**src/rtl/gpio_pkg.sv**
```systemverilog
package gpio_pkg;
  typedef enum logic [3:0] {
    REG_DATA  = 4'd0,
    REG_HIOUT = 4'd1,
    REG_DIR   = 4'd2,
    REG_IEN   = 4'd3,
    REG_STAT  = 4'd4,
    REG_TRIG  = 4'd5,
    REG_LVL   = 4'd6,
    REG_HOLD  = 4'd7,
    REG_PEN   = 4'd8,
    REG_PSEL  = 4'd9
  } reg_idx_e;
endpackage

```
**src/rtl/gpio_sync.sv**
```systemverilog
module gpio_sync #(
  parameter int unsigned NPIN   = 32,
  parameter int unsigned STAGES = 2
) (
  input  logic            clk_i,
  input  logic            rst_ni,
  input  logic [NPIN-1:0] pin_i,
  output logic [NPIN-1:0] sync_o,
  output logic [NPIN-1:0] prev_o,
  output logic            valid_o
);
  localparam int unsigned WARM = STAGES + 1;
  localparam int unsigned CW   = $clog2(WARM + 1);

  logic [NPIN-1:0] stg_q [STAGES];
  logic [NPIN-1:0] prev_q;
  logic [CW-1:0]   cnt_q;

  always_ff @(posedge clk_i or negedge rst_ni) begin
    if (!rst_ni) begin
      for (int s = 0; s < STAGES; s++) stg_q[s] <= '0;
      prev_q <= '0;
      cnt_q  <= '0;
    end else begin
      stg_q[0] <= pin_i;
      for (int s = 1; s < STAGES; s++) stg_q[s] <= stg_q[s-1];
      prev_q <= stg_q[STAGES-1];
      if (cnt_q != CW'(WARM)) cnt_q <= cnt_q + 1'b1;
    end
  end

  assign sync_o  = stg_q[STAGES-1];
  assign prev_o  = prev_q;
  // pipeline holds reset values until filled; block detection until then
  assign valid_o = (cnt_q == CW'(WARM));
endmodule

```
**src/rtl/gpio_irq_detect.sv**
```systemverilog
module gpio_irq_detect #(
  parameter int unsigned NPIN = 32
) (
  input  logic            clk_i,
  input  logic            rst_ni,
  input  logic            valid_i,
  input  logic [NPIN-1:0] sync_i,
  input  logic [NPIN-1:0] prev_i,
  input  logic [NPIN-1:0] dir_i,
  input  logic [NPIN-1:0] trig_i,
  input  logic [NPIN-1:0] lvl_i,
  input  logic [NPIN-1:0] hold_i,
  input  logic [NPIN-1:0] clr_i,
  output logic [NPIN-1:0] stat_o
);
  logic [NPIN-1:0] ev;
  logic [NPIN-1:0] stat_q;

  for (genvar i = 0; i < NPIN; i++) begin : g_pin
    logic edge_hit, lvl_hit;
    assign edge_hit = sync_i[i] ^ prev_i[i];
    assign lvl_hit  = ~(sync_i[i] ^ lvl_i[i]);
    assign ev[i]    = valid_i & ~dir_i[i] & (trig_i[i] ? edge_hit : lvl_hit);
  end

  always_ff @(posedge clk_i or negedge rst_ni) begin
    if (!rst_ni) stat_q <= '0;
    else         stat_q <= (hold_i & ((stat_q & ~clr_i) | ev)) | (~hold_i & ev);
  end

  assign stat_o = stat_q;
endmodule

```
**src/rtl/gpio_regs.sv**
```systemverilog
module gpio_regs
  import gpio_pkg::*;
#(
  parameter int unsigned NPIN   = 32,
  parameter int unsigned NOUT   = 18,
  parameter int unsigned BUS_W  = 16,
  parameter int unsigned ADDR_W = 5
) (
  input  logic              clk_i,
  input  logic              rst_ni,
  input  logic              wr_en_i,
  input  logic [ADDR_W-1:0] addr_i,
  input  logic [BUS_W-1:0]  wdata_i,
  output logic [BUS_W-1:0]  rdata_o,
  input  logic [NPIN-1:0]   pin_lvl_i,
  input  logic [NPIN-1:0]   stat_i,
  output logic [NPIN-1:0]   dout_o,
  output logic [NOUT-1:0]   hout_o,
  output logic [NPIN-1:0]   dir_o,
  output logic [NPIN-1:0]   ien_o,
  output logic [NPIN-1:0]   trig_o,
  output logic [NPIN-1:0]   lvl_o,
  output logic [NPIN-1:0]   hold_o,
  output logic [NPIN-1:0]   pen_o,
  output logic [NPIN-1:0]   psel_o,
  output logic [NPIN-1:0]   clr_o
);
  localparam logic [NPIN-1:0] HOUT_MASK = NPIN'((64'd1 << NOUT) - 64'd1);

  reg_idx_e idx;
  logic     hi;
  assign idx = reg_idx_e'(addr_i[ADDR_W-1:1]);
  assign hi  = addr_i[0];

  function automatic logic [NPIN-1:0] merge(input logic [NPIN-1:0] old,
                                            input logic [BUS_W-1:0] d,
                                            input logic h);
    merge = h ? {d, old[BUS_W-1:0]} : {old[NPIN-1:BUS_W], d};
  endfunction

  logic [NPIN-1:0] dout_q, hout_q, dir_q, ien_q, trig_q, lvl_q, hold_q, pen_q, psel_q;

  always_ff @(posedge clk_i or negedge rst_ni) begin
    if (!rst_ni) begin
      dout_q <= '0; hout_q <= '0; dir_q <= '0; ien_q  <= '0; trig_q <= '0;
      lvl_q  <= '0; hold_q <= '0; pen_q <= '0; psel_q <= '0;
    end else if (wr_en_i) begin
      case (idx)
        REG_DATA:  dout_q <= merge(dout_q, wdata_i, hi);
        REG_HIOUT: hout_q <= merge(hout_q, wdata_i, hi) & HOUT_MASK;
        REG_DIR:   dir_q  <= merge(dir_q,  wdata_i, hi);
        REG_IEN:   ien_q  <= merge(ien_q,  wdata_i, hi);
        REG_TRIG:  trig_q <= merge(trig_q, wdata_i, hi);
        REG_LVL:   lvl_q  <= merge(lvl_q,  wdata_i, hi);
        REG_HOLD:  hold_q <= merge(hold_q, wdata_i, hi);
        REG_PEN:   pen_q  <= merge(pen_q,  wdata_i, hi);
        REG_PSEL:  psel_q <= merge(psel_q, wdata_i, hi);
        default: ;
      endcase
    end
  end

  // status is not stored here: a write produces a one-cycle clear mask
  always_comb begin
    clr_o = '0;
    if (wr_en_i && idx == REG_STAT)
      clr_o = hi ? {wdata_i, {BUS_W{1'b0}}} : {{BUS_W{1'b0}}, wdata_i};
  end

  logic [NPIN-1:0] sel;
  always_comb begin
    case (idx)
      REG_DATA:  sel = pin_lvl_i;
      REG_HIOUT: sel = hout_q;
      REG_DIR:   sel = dir_q;
      REG_IEN:   sel = ien_q;
      REG_STAT:  sel = stat_i;
      REG_TRIG:  sel = trig_q;
      REG_LVL:   sel = lvl_q;
      REG_HOLD:  sel = hold_q;
      REG_PEN:   sel = pen_q;
      REG_PSEL:  sel = psel_q;
      default:   sel = '0;
    endcase
    rdata_o = hi ? sel[NPIN-1:BUS_W] : sel[BUS_W-1:0];
  end

  assign dout_o = dout_q;
  assign hout_o = hout_q[NOUT-1:0];
  assign dir_o  = dir_q;
  assign ien_o  = ien_q;
  assign trig_o = trig_q;
  assign lvl_o  = lvl_q;
  assign hold_o = hold_q;
  assign pen_o  = pen_q;
  assign psel_o = psel_q;
endmodule

```
**src/rtl/gpio_irq_unit.sv**
```systemverilog
module gpio_irq_unit #(
  parameter int unsigned NPIN        = 32,
  parameter int unsigned NOUT        = 18,
  parameter int unsigned BUS_W       = 16,
  parameter int unsigned ADDR_W      = 5,
  parameter int unsigned SYNC_STAGES = 2
) (
  input  logic              clk_i,
  input  logic              rst_ni,
  input  logic              wr_en_i,
  input  logic [ADDR_W-1:0] addr_i,
  input  logic [BUS_W-1:0]  wdata_i,
  output logic [BUS_W-1:0]  rdata_o,
  input  logic [NPIN-1:0]   pin_in_i,
  output logic [NPIN-1:0]   pin_out_o,
  output logic [NPIN-1:0]   pin_oe_o,
  output logic [NOUT-1:0]   hi_out_o,
  output logic [NPIN-1:0]   pull_en_o,
  output logic [NPIN-1:0]   pull_up_o,
  output logic              irq_o
);
  logic [NPIN-1:0] sync_w, prev_w, dout_w, dir_w, ien_w, trig_w, lvl_w, hold_w, clr_w, stat_w;
  logic [NPIN-1:0] pin_lvl_w;
  logic            valid_w;

  gpio_sync #(.NPIN(NPIN), .STAGES(SYNC_STAGES)) u_sync (
    .clk_i(clk_i), .rst_ni(rst_ni), .pin_i(pin_in_i),
    .sync_o(sync_w), .prev_o(prev_w), .valid_o(valid_w)
  );

  assign pin_lvl_w = (dir_w & dout_w) | (~dir_w & sync_w);

  gpio_regs #(.NPIN(NPIN), .NOUT(NOUT), .BUS_W(BUS_W), .ADDR_W(ADDR_W)) u_regs (
    .clk_i(clk_i), .rst_ni(rst_ni), .wr_en_i(wr_en_i), .addr_i(addr_i),
    .wdata_i(wdata_i), .rdata_o(rdata_o), .pin_lvl_i(pin_lvl_w), .stat_i(stat_w),
    .dout_o(dout_w), .hout_o(hi_out_o), .dir_o(dir_w), .ien_o(ien_w),
    .trig_o(trig_w), .lvl_o(lvl_w), .hold_o(hold_w), .pen_o(pull_en_o),
    .psel_o(pull_up_o), .clr_o(clr_w)
  );

  gpio_irq_detect #(.NPIN(NPIN)) u_det (
    .clk_i(clk_i), .rst_ni(rst_ni), .valid_i(valid_w), .sync_i(sync_w),
    .prev_i(prev_w), .dir_i(dir_w), .trig_i(trig_w), .lvl_i(lvl_w),
    .hold_i(hold_w), .clr_i(clr_w), .stat_o(stat_w)
  );

  assign pin_out_o = dout_w;
  assign pin_oe_o  = dir_w;
  assign irq_o     = |(stat_w & ien_w);
endmodule

```
**config.mk**
```make
export PLATFORM = sky130hd
export DESIGN_NAME = gpio_irq_unit
export DESIGN_NICKNAME = d
export VERILOG_FILES = /design/src/rtl/gpio_pkg.sv /design/src/rtl/gpio_sync.sv /design/src/rtl/gpio_irq_detect.sv /design/src/rtl/gpio_regs.sv /design/src/rtl/gpio_irq_unit.sv
export SDC_FILE = /design/constraint.sdc
export NUM_CORES = 1
export LEC_CHECK = 0
export ABC_AREA = 1
export ABC_CLOCK_PERIOD_IN_PS = 3200
export BUFFER_PORTS_ARGS = -buffer_cell sky130_fd_sc_hd__buf_2
export CORE_ASPECT_RATIO = 1.1
export CORE_MARGIN = 2
export CORE_UTILIZATION = 50
export DETAILED_ROUTE_END_ITERATION = 8
export GPL_TIMING_DRIVEN = 0
export HOLD_SLACK_MARGIN = 0.1
export PLACE_DENSITY = 0.69
export SYNTH_ARGS = -nofsm -noshare
export SYNTH_HDL_FRONTEND = slang
export SYNTH_SLANG_ARGS = --single-unit
```
**constraint.sdc**
```tcl
create_clock -name clk_i -period 3.2 [get_ports clk_i]
set_input_delay 0.96 -clock clk_i [delete_from_list [all_inputs] [get_ports clk_i]]
set_output_delay 0.96 -clock clk_i [all_outputs]
set_load 0.005 [all_outputs]
```
==> qor.log <==
INFO  timing         setup_tns=-2.201ns
INFO  timing         setup_repair_after_global_routing_missed_its_margin=true
INFO  timing         timing.final.crit_share=106.2%
INFO  setup_path     crit_buf_inv=4
INFO  layout         fraction_of_final_layout_cells_with_drive_strength_greater_than_1=20.39%
INFO  placed_design  detailed_place.area=19710squm
INFO  drt            wl_per_cell=24.97um
INFO  synth          cell_area_after_technology_mapping=17910squm
INFO  power          worst_ir_drop_vdd=426.3uV
INFO  setup_path     setup.worst_path.start_class=input pin
INFO  layout         layout.cell_area.non_filler=22940squm
INFO  setup_path     crit_chain=buf_4, nor2_4, buf_8, buf_6, nand3_1, nand2_2, nor2_1, nand3_1, nand2_1, nand2_2, buf_2
INFO  layout         num-nets-final=2542
INFO  clock_tree     cts-buffers-inserted=43
INFO  timing         final_critical_path_setup_slack=-0.1978ns
INFO  floorplanning  floorplan.die_area=37340squm
INFO  synth          synth_seq_cells=404
INFO  drt            drt_wl_total=74.90mm
INFO  clock_tree     htreeDepth=2
INFO  setup_path     crit_type=input pin to output port
INFO  layout         layout.cells.most_common=sky130_fd_sc_hd__nand2_1
INFO  setup_path     worst-path-max-fanout=10
INFO  synth          number_of_warning_messages_in_the_yosys_log=0
INFO  setup_path     setup.worst_path.end_class=output port
INFO  setup_path     worst_path_max_delay_cell=sky130_fd_sc_hd__buf_8
INFO  grt            via_count_of_the_first_global_routing_pass=17600
INFO  floorplanning  dieHeight=202.5um
INFO  floorplanning  floorplan.initialDensity=50.83%
INFO  clock_tree     clock_sink_count=404
INFO  drt            drt_iter0_markers=2485
INFO  placed_design  place.port_buffers=216
INFO  synth          synth.yosys.seq_area_share=56.46%
INFO  grt            grt_remaining_overflow=0
INFO  clock_tree     tritoncts=yes
INFO  setup_path     critPathTopFamily=simple AND/OR/NAND/NOR gates
INFO  drt            vias_after_detailed_routing=18180
INFO  drt            detail_route.vias_per_cell=6.062
INFO  min_path       hold_path_class=input pin to asynchronous set/reset pin
INFO  clock_tree     cts.clk_slew.worst_paths=0.06ns
INFO  synth          synth.lib_cells_used.distinct=28
INFO  floorplanning  placementRows=72
INFO  placed_design  dp_hpwl=51.37mm
INFO  grt            antenna_found_initial=3
INFO  grt            wire_length_of_the_first_global_routing_pass=109.9mm
INFO  status         status=finished, violations left
INFO  synth          syn_avg_cell_area=8.221squm
INFO  power          power_density_cells=650.7nW/um^2
INFO  floorplanning  ios=219
INFO  synth          synthesis.instances=2178
INFO  placed_design  globalplace.congestion=1.001
INFO  grt            grt_use_total=40.25%
INFO  layout         mostFrequentLayoutCells=648 x sky130_fd_sc_hd__nand2_1, 404 x sky130_fd_sc_hd__dfrtp_1, 290 x sky130_fd_sc_hd__o21ai_0, 286 x sky130_fd_sc_hd__nand3_1, 222 x sky130_fd_sc_hd__buf_2
INFO  setup_path     slowest_delay=0.19ns
INFO  setup_path     crit_arrival=2.44ns
INFO  timing         max-slew-margin-rel=12.48%
INFO  layout         flow.area_growth_from_synthesis=28.09%
INFO  clock_tree     clockRootBuffer=sky130_fd_sc_hd__clkbuf_16
INFO  drt            detail-route-antenna-nets=0
INFO  clock_tree     worstSkewPairLatency=0.56ns
INFO  drt            drc_markers=0
INFO  floorplanning  floorplan.die.width=184.4um
INFO  timing         report.final.hold_viol_count=0
INFO  setup_path     r2r_setup_slack=1.20ns
INFO  timing         measured_slew_at_the_worst_slew_check_pin=1.313ns
INFO  clock_tree     cts_max_path_buffers=3
INFO  floorplanning  floorplan.core_area=35220squm
INFO  timing         timing.clock.skew=0.02006ns
INFO  run            cap_viol_max_count=0
INFO  setup_path     r2r-end=u_det.stat_o[2]
INFO  timing         period_needed=3.398ns
INFO  setup_path     crit_path_start=addr_i[2]
INFO  power          total_leakage_power=11.32nW
INFO  setup_path     rr_worst_depth=5
INFO  timing         setup_viol=16
INFO  drt            firstDrtPassIters=6
INFO  timing         max_clock_freq=294.3MHz
INFO  grt            grt_start_max_net_pins=99
INFO  setup_path     worst_r2r_startpoint=u_sync.cnt_q[0]
INFO  setup_path     required=2.24ns
INFO  timing         maxSlewViolCount=0
INFO  layout         postLayoutCoreUtil=65.11%
INFO  synth          mappedNetlistNets=2235
INFO  status         violations=setup timing
-- report_power, final --
| group | internal [mW] | leakage (nW) | total, mW | switching, mW |
|---|---|---|---|---|
| logic | 1.05 | 5.50 | 2.58 | 1.52 |
| registers | 5.95 | 5.06 | 6.88 | 0.928 |
| clock network | 3.39 | 0.761 | 5.47 | 2.08 |
-- cell type report --
| type | instances | area (sq um) |
|---|---|---|
| timing repair buffer | 262 | 1780 |
| clock inverter | 16 | 282.8 |
| antenna | 2 | 5.005 |
| inverter | 79 | 310.3 |
| clock buffer | 60 | 1262 |
| buffer | 135 | 1176 |
| tap | 481 | 601.8 |
| multi-input combinational | 1560 | 7407 |
| sequential | 404 | 10110 |
| fill | 2940 | 12290 |
-- per-layer routing --
| layer | share of wire, % | global-route usage, % |
|---|---|---|
| met4 | 9.3 | 29.23 |
| met2 | 45 | 62.26 |
| met3 | 11 | 8.502 |
| met5 | 0.033 | 0 |
| met1 | 36 | 50.11 |
-- stage by stage --
stage               instances  worst slack, ns  hold WS (ns)  power, mW
floorplan                2178           0.1892        0.3312      7.836
global placement         2875           -6.759        0.3317      9.061
detailed placement       2879          -0.6814        0.3347      9.161
CTS                      2989          -0.1153        0.3053      14.76
global route             2997          -0.2206        0.3263      15.52
finish                   2999          -0.1978        0.2984      14.92
-- worst max path at each step --
stage	endpoint	cells past startpoint	slack, ns
6_report	rdata_o[6]	11	-0.20
5_1_grt	rdata_o[11]	11	-0.22
4_1_cts	rdata_o[12]	12	-0.12
3_5_place_dp	rdata_o[12]	11	-0.68
3_3_place_gp	u_regs.psel_o[26]	1	-6.76
2_1_floorplan	rdata_o[10]	10	0.19
-- repair_timing --
item,in CTS,in global routing
cloned,9,3
resized for setup,250,68
pin swaps,32,37
hold buffers,0,0
buffers inserted,25,6
setup endpoints to repair,16,16
-- cell families (layout without fill, tap and decap cells) --
logic type | count (synthesis) | count (layout) | share of synthesized area (%)
AND/OR/NAND/NOR | 1158 | 1159 | 26.94
flip-flops | 404 | 404 | 56.46
AO/OA/AOI/OAI | 398 | 398 | 11.46
buffers and inverters | 215 | 552 | 4.961
adder cells (fa/ha/maj) | 1 | 1 | 0.06987
XOR/XNOR | 1 | 1 | 0.04892
multiplexers | 1 | 1 | 0.06288
other | 0 | 2 | 0
-- cell usage after synthesis --
cell type / n / area (sq um)
sky130_fd_sc_hd__nand2_1: 692 / 2597
sky130_fd_sc_hd__dfrtp_1: 404 / 10110
sky130_fd_sc_hd__nand3_1: 320 / 1602
sky130_fd_sc_hd__o21ai_0: 290 / 1451
sky130_fd_sc_hd__nor2_1: 114 / 427.9
sky130_fd_sc_hd__clkbuf_1: 80 / 300.3
sky130_fd_sc_hd__inv_1: 73 / 274.0
sky130_fd_sc_hd__o21ai_1: 63 / 315.3
sky130_fd_sc_hd__buf_2: 47 / 235.2
sky130_fd_sc_hd__a21oi_1: 18 / 90.09
sky130_fd_sc_hd__nor3_1: 18 / 90.09
sky130_fd_sc_hd__o22ai_1: 16 / 100.1
sky130_fd_sc_hd__a22o_1: 10 / 87.58
sky130_fd_sc_hd__buf_4: 6 / 45.04
sky130_fd_sc_hd__inv_2: 5 / 18.77
sky130_fd_sc_hd__nor2_2: 5 / 31.28
sky130_fd_sc_hd__buf_1: 3 / 11.26
sky130_fd_sc_hd__nand2_2: 3 / 18.77
sky130_fd_sc_hd__nor2_4: 2 / 22.52
sky130_fd_sc_hd__clkinv_1: 1 / 3.750
sky130_fd_sc_hd__ha_1: 1 / 12.51
sky130_fd_sc_hd__mux2_2: 1 / 11.26
sky130_fd_sc_hd__nand2_4: 1 / 11.26
sky130_fd_sc_hd__nand4_1: 1 / 6.260
sky130_fd_sc_hd__nor3_2: 1 / 10.01
sky130_fd_sc_hd__nor4_1: 1 / 6.260
sky130_fd_sc_hd__o31ai_1: 1 / 7.510
sky130_fd_sc_hd__xnor2_1: 1 / 8.760
-- sequential cells by signal, indices dropped and copies added (netlist names) --
name	cells
u_regs.dir_o	32
u_regs.ien_o	32
u_sync.sync_o	32
u_sync.prev_o	32
u_sync.stg_q	32
u_regs.trig_o	32
u_regs.psel_o	32
u_regs.pen_o	32
u_regs.hold_o	32
u_det.stat_o	32
u_regs.lvl_o	32
u_sync.cnt_q	2
u_regs.dout_o	32
u_regs.hout_q	18
No activity file was read; power rests on OpenSTA's default activity.
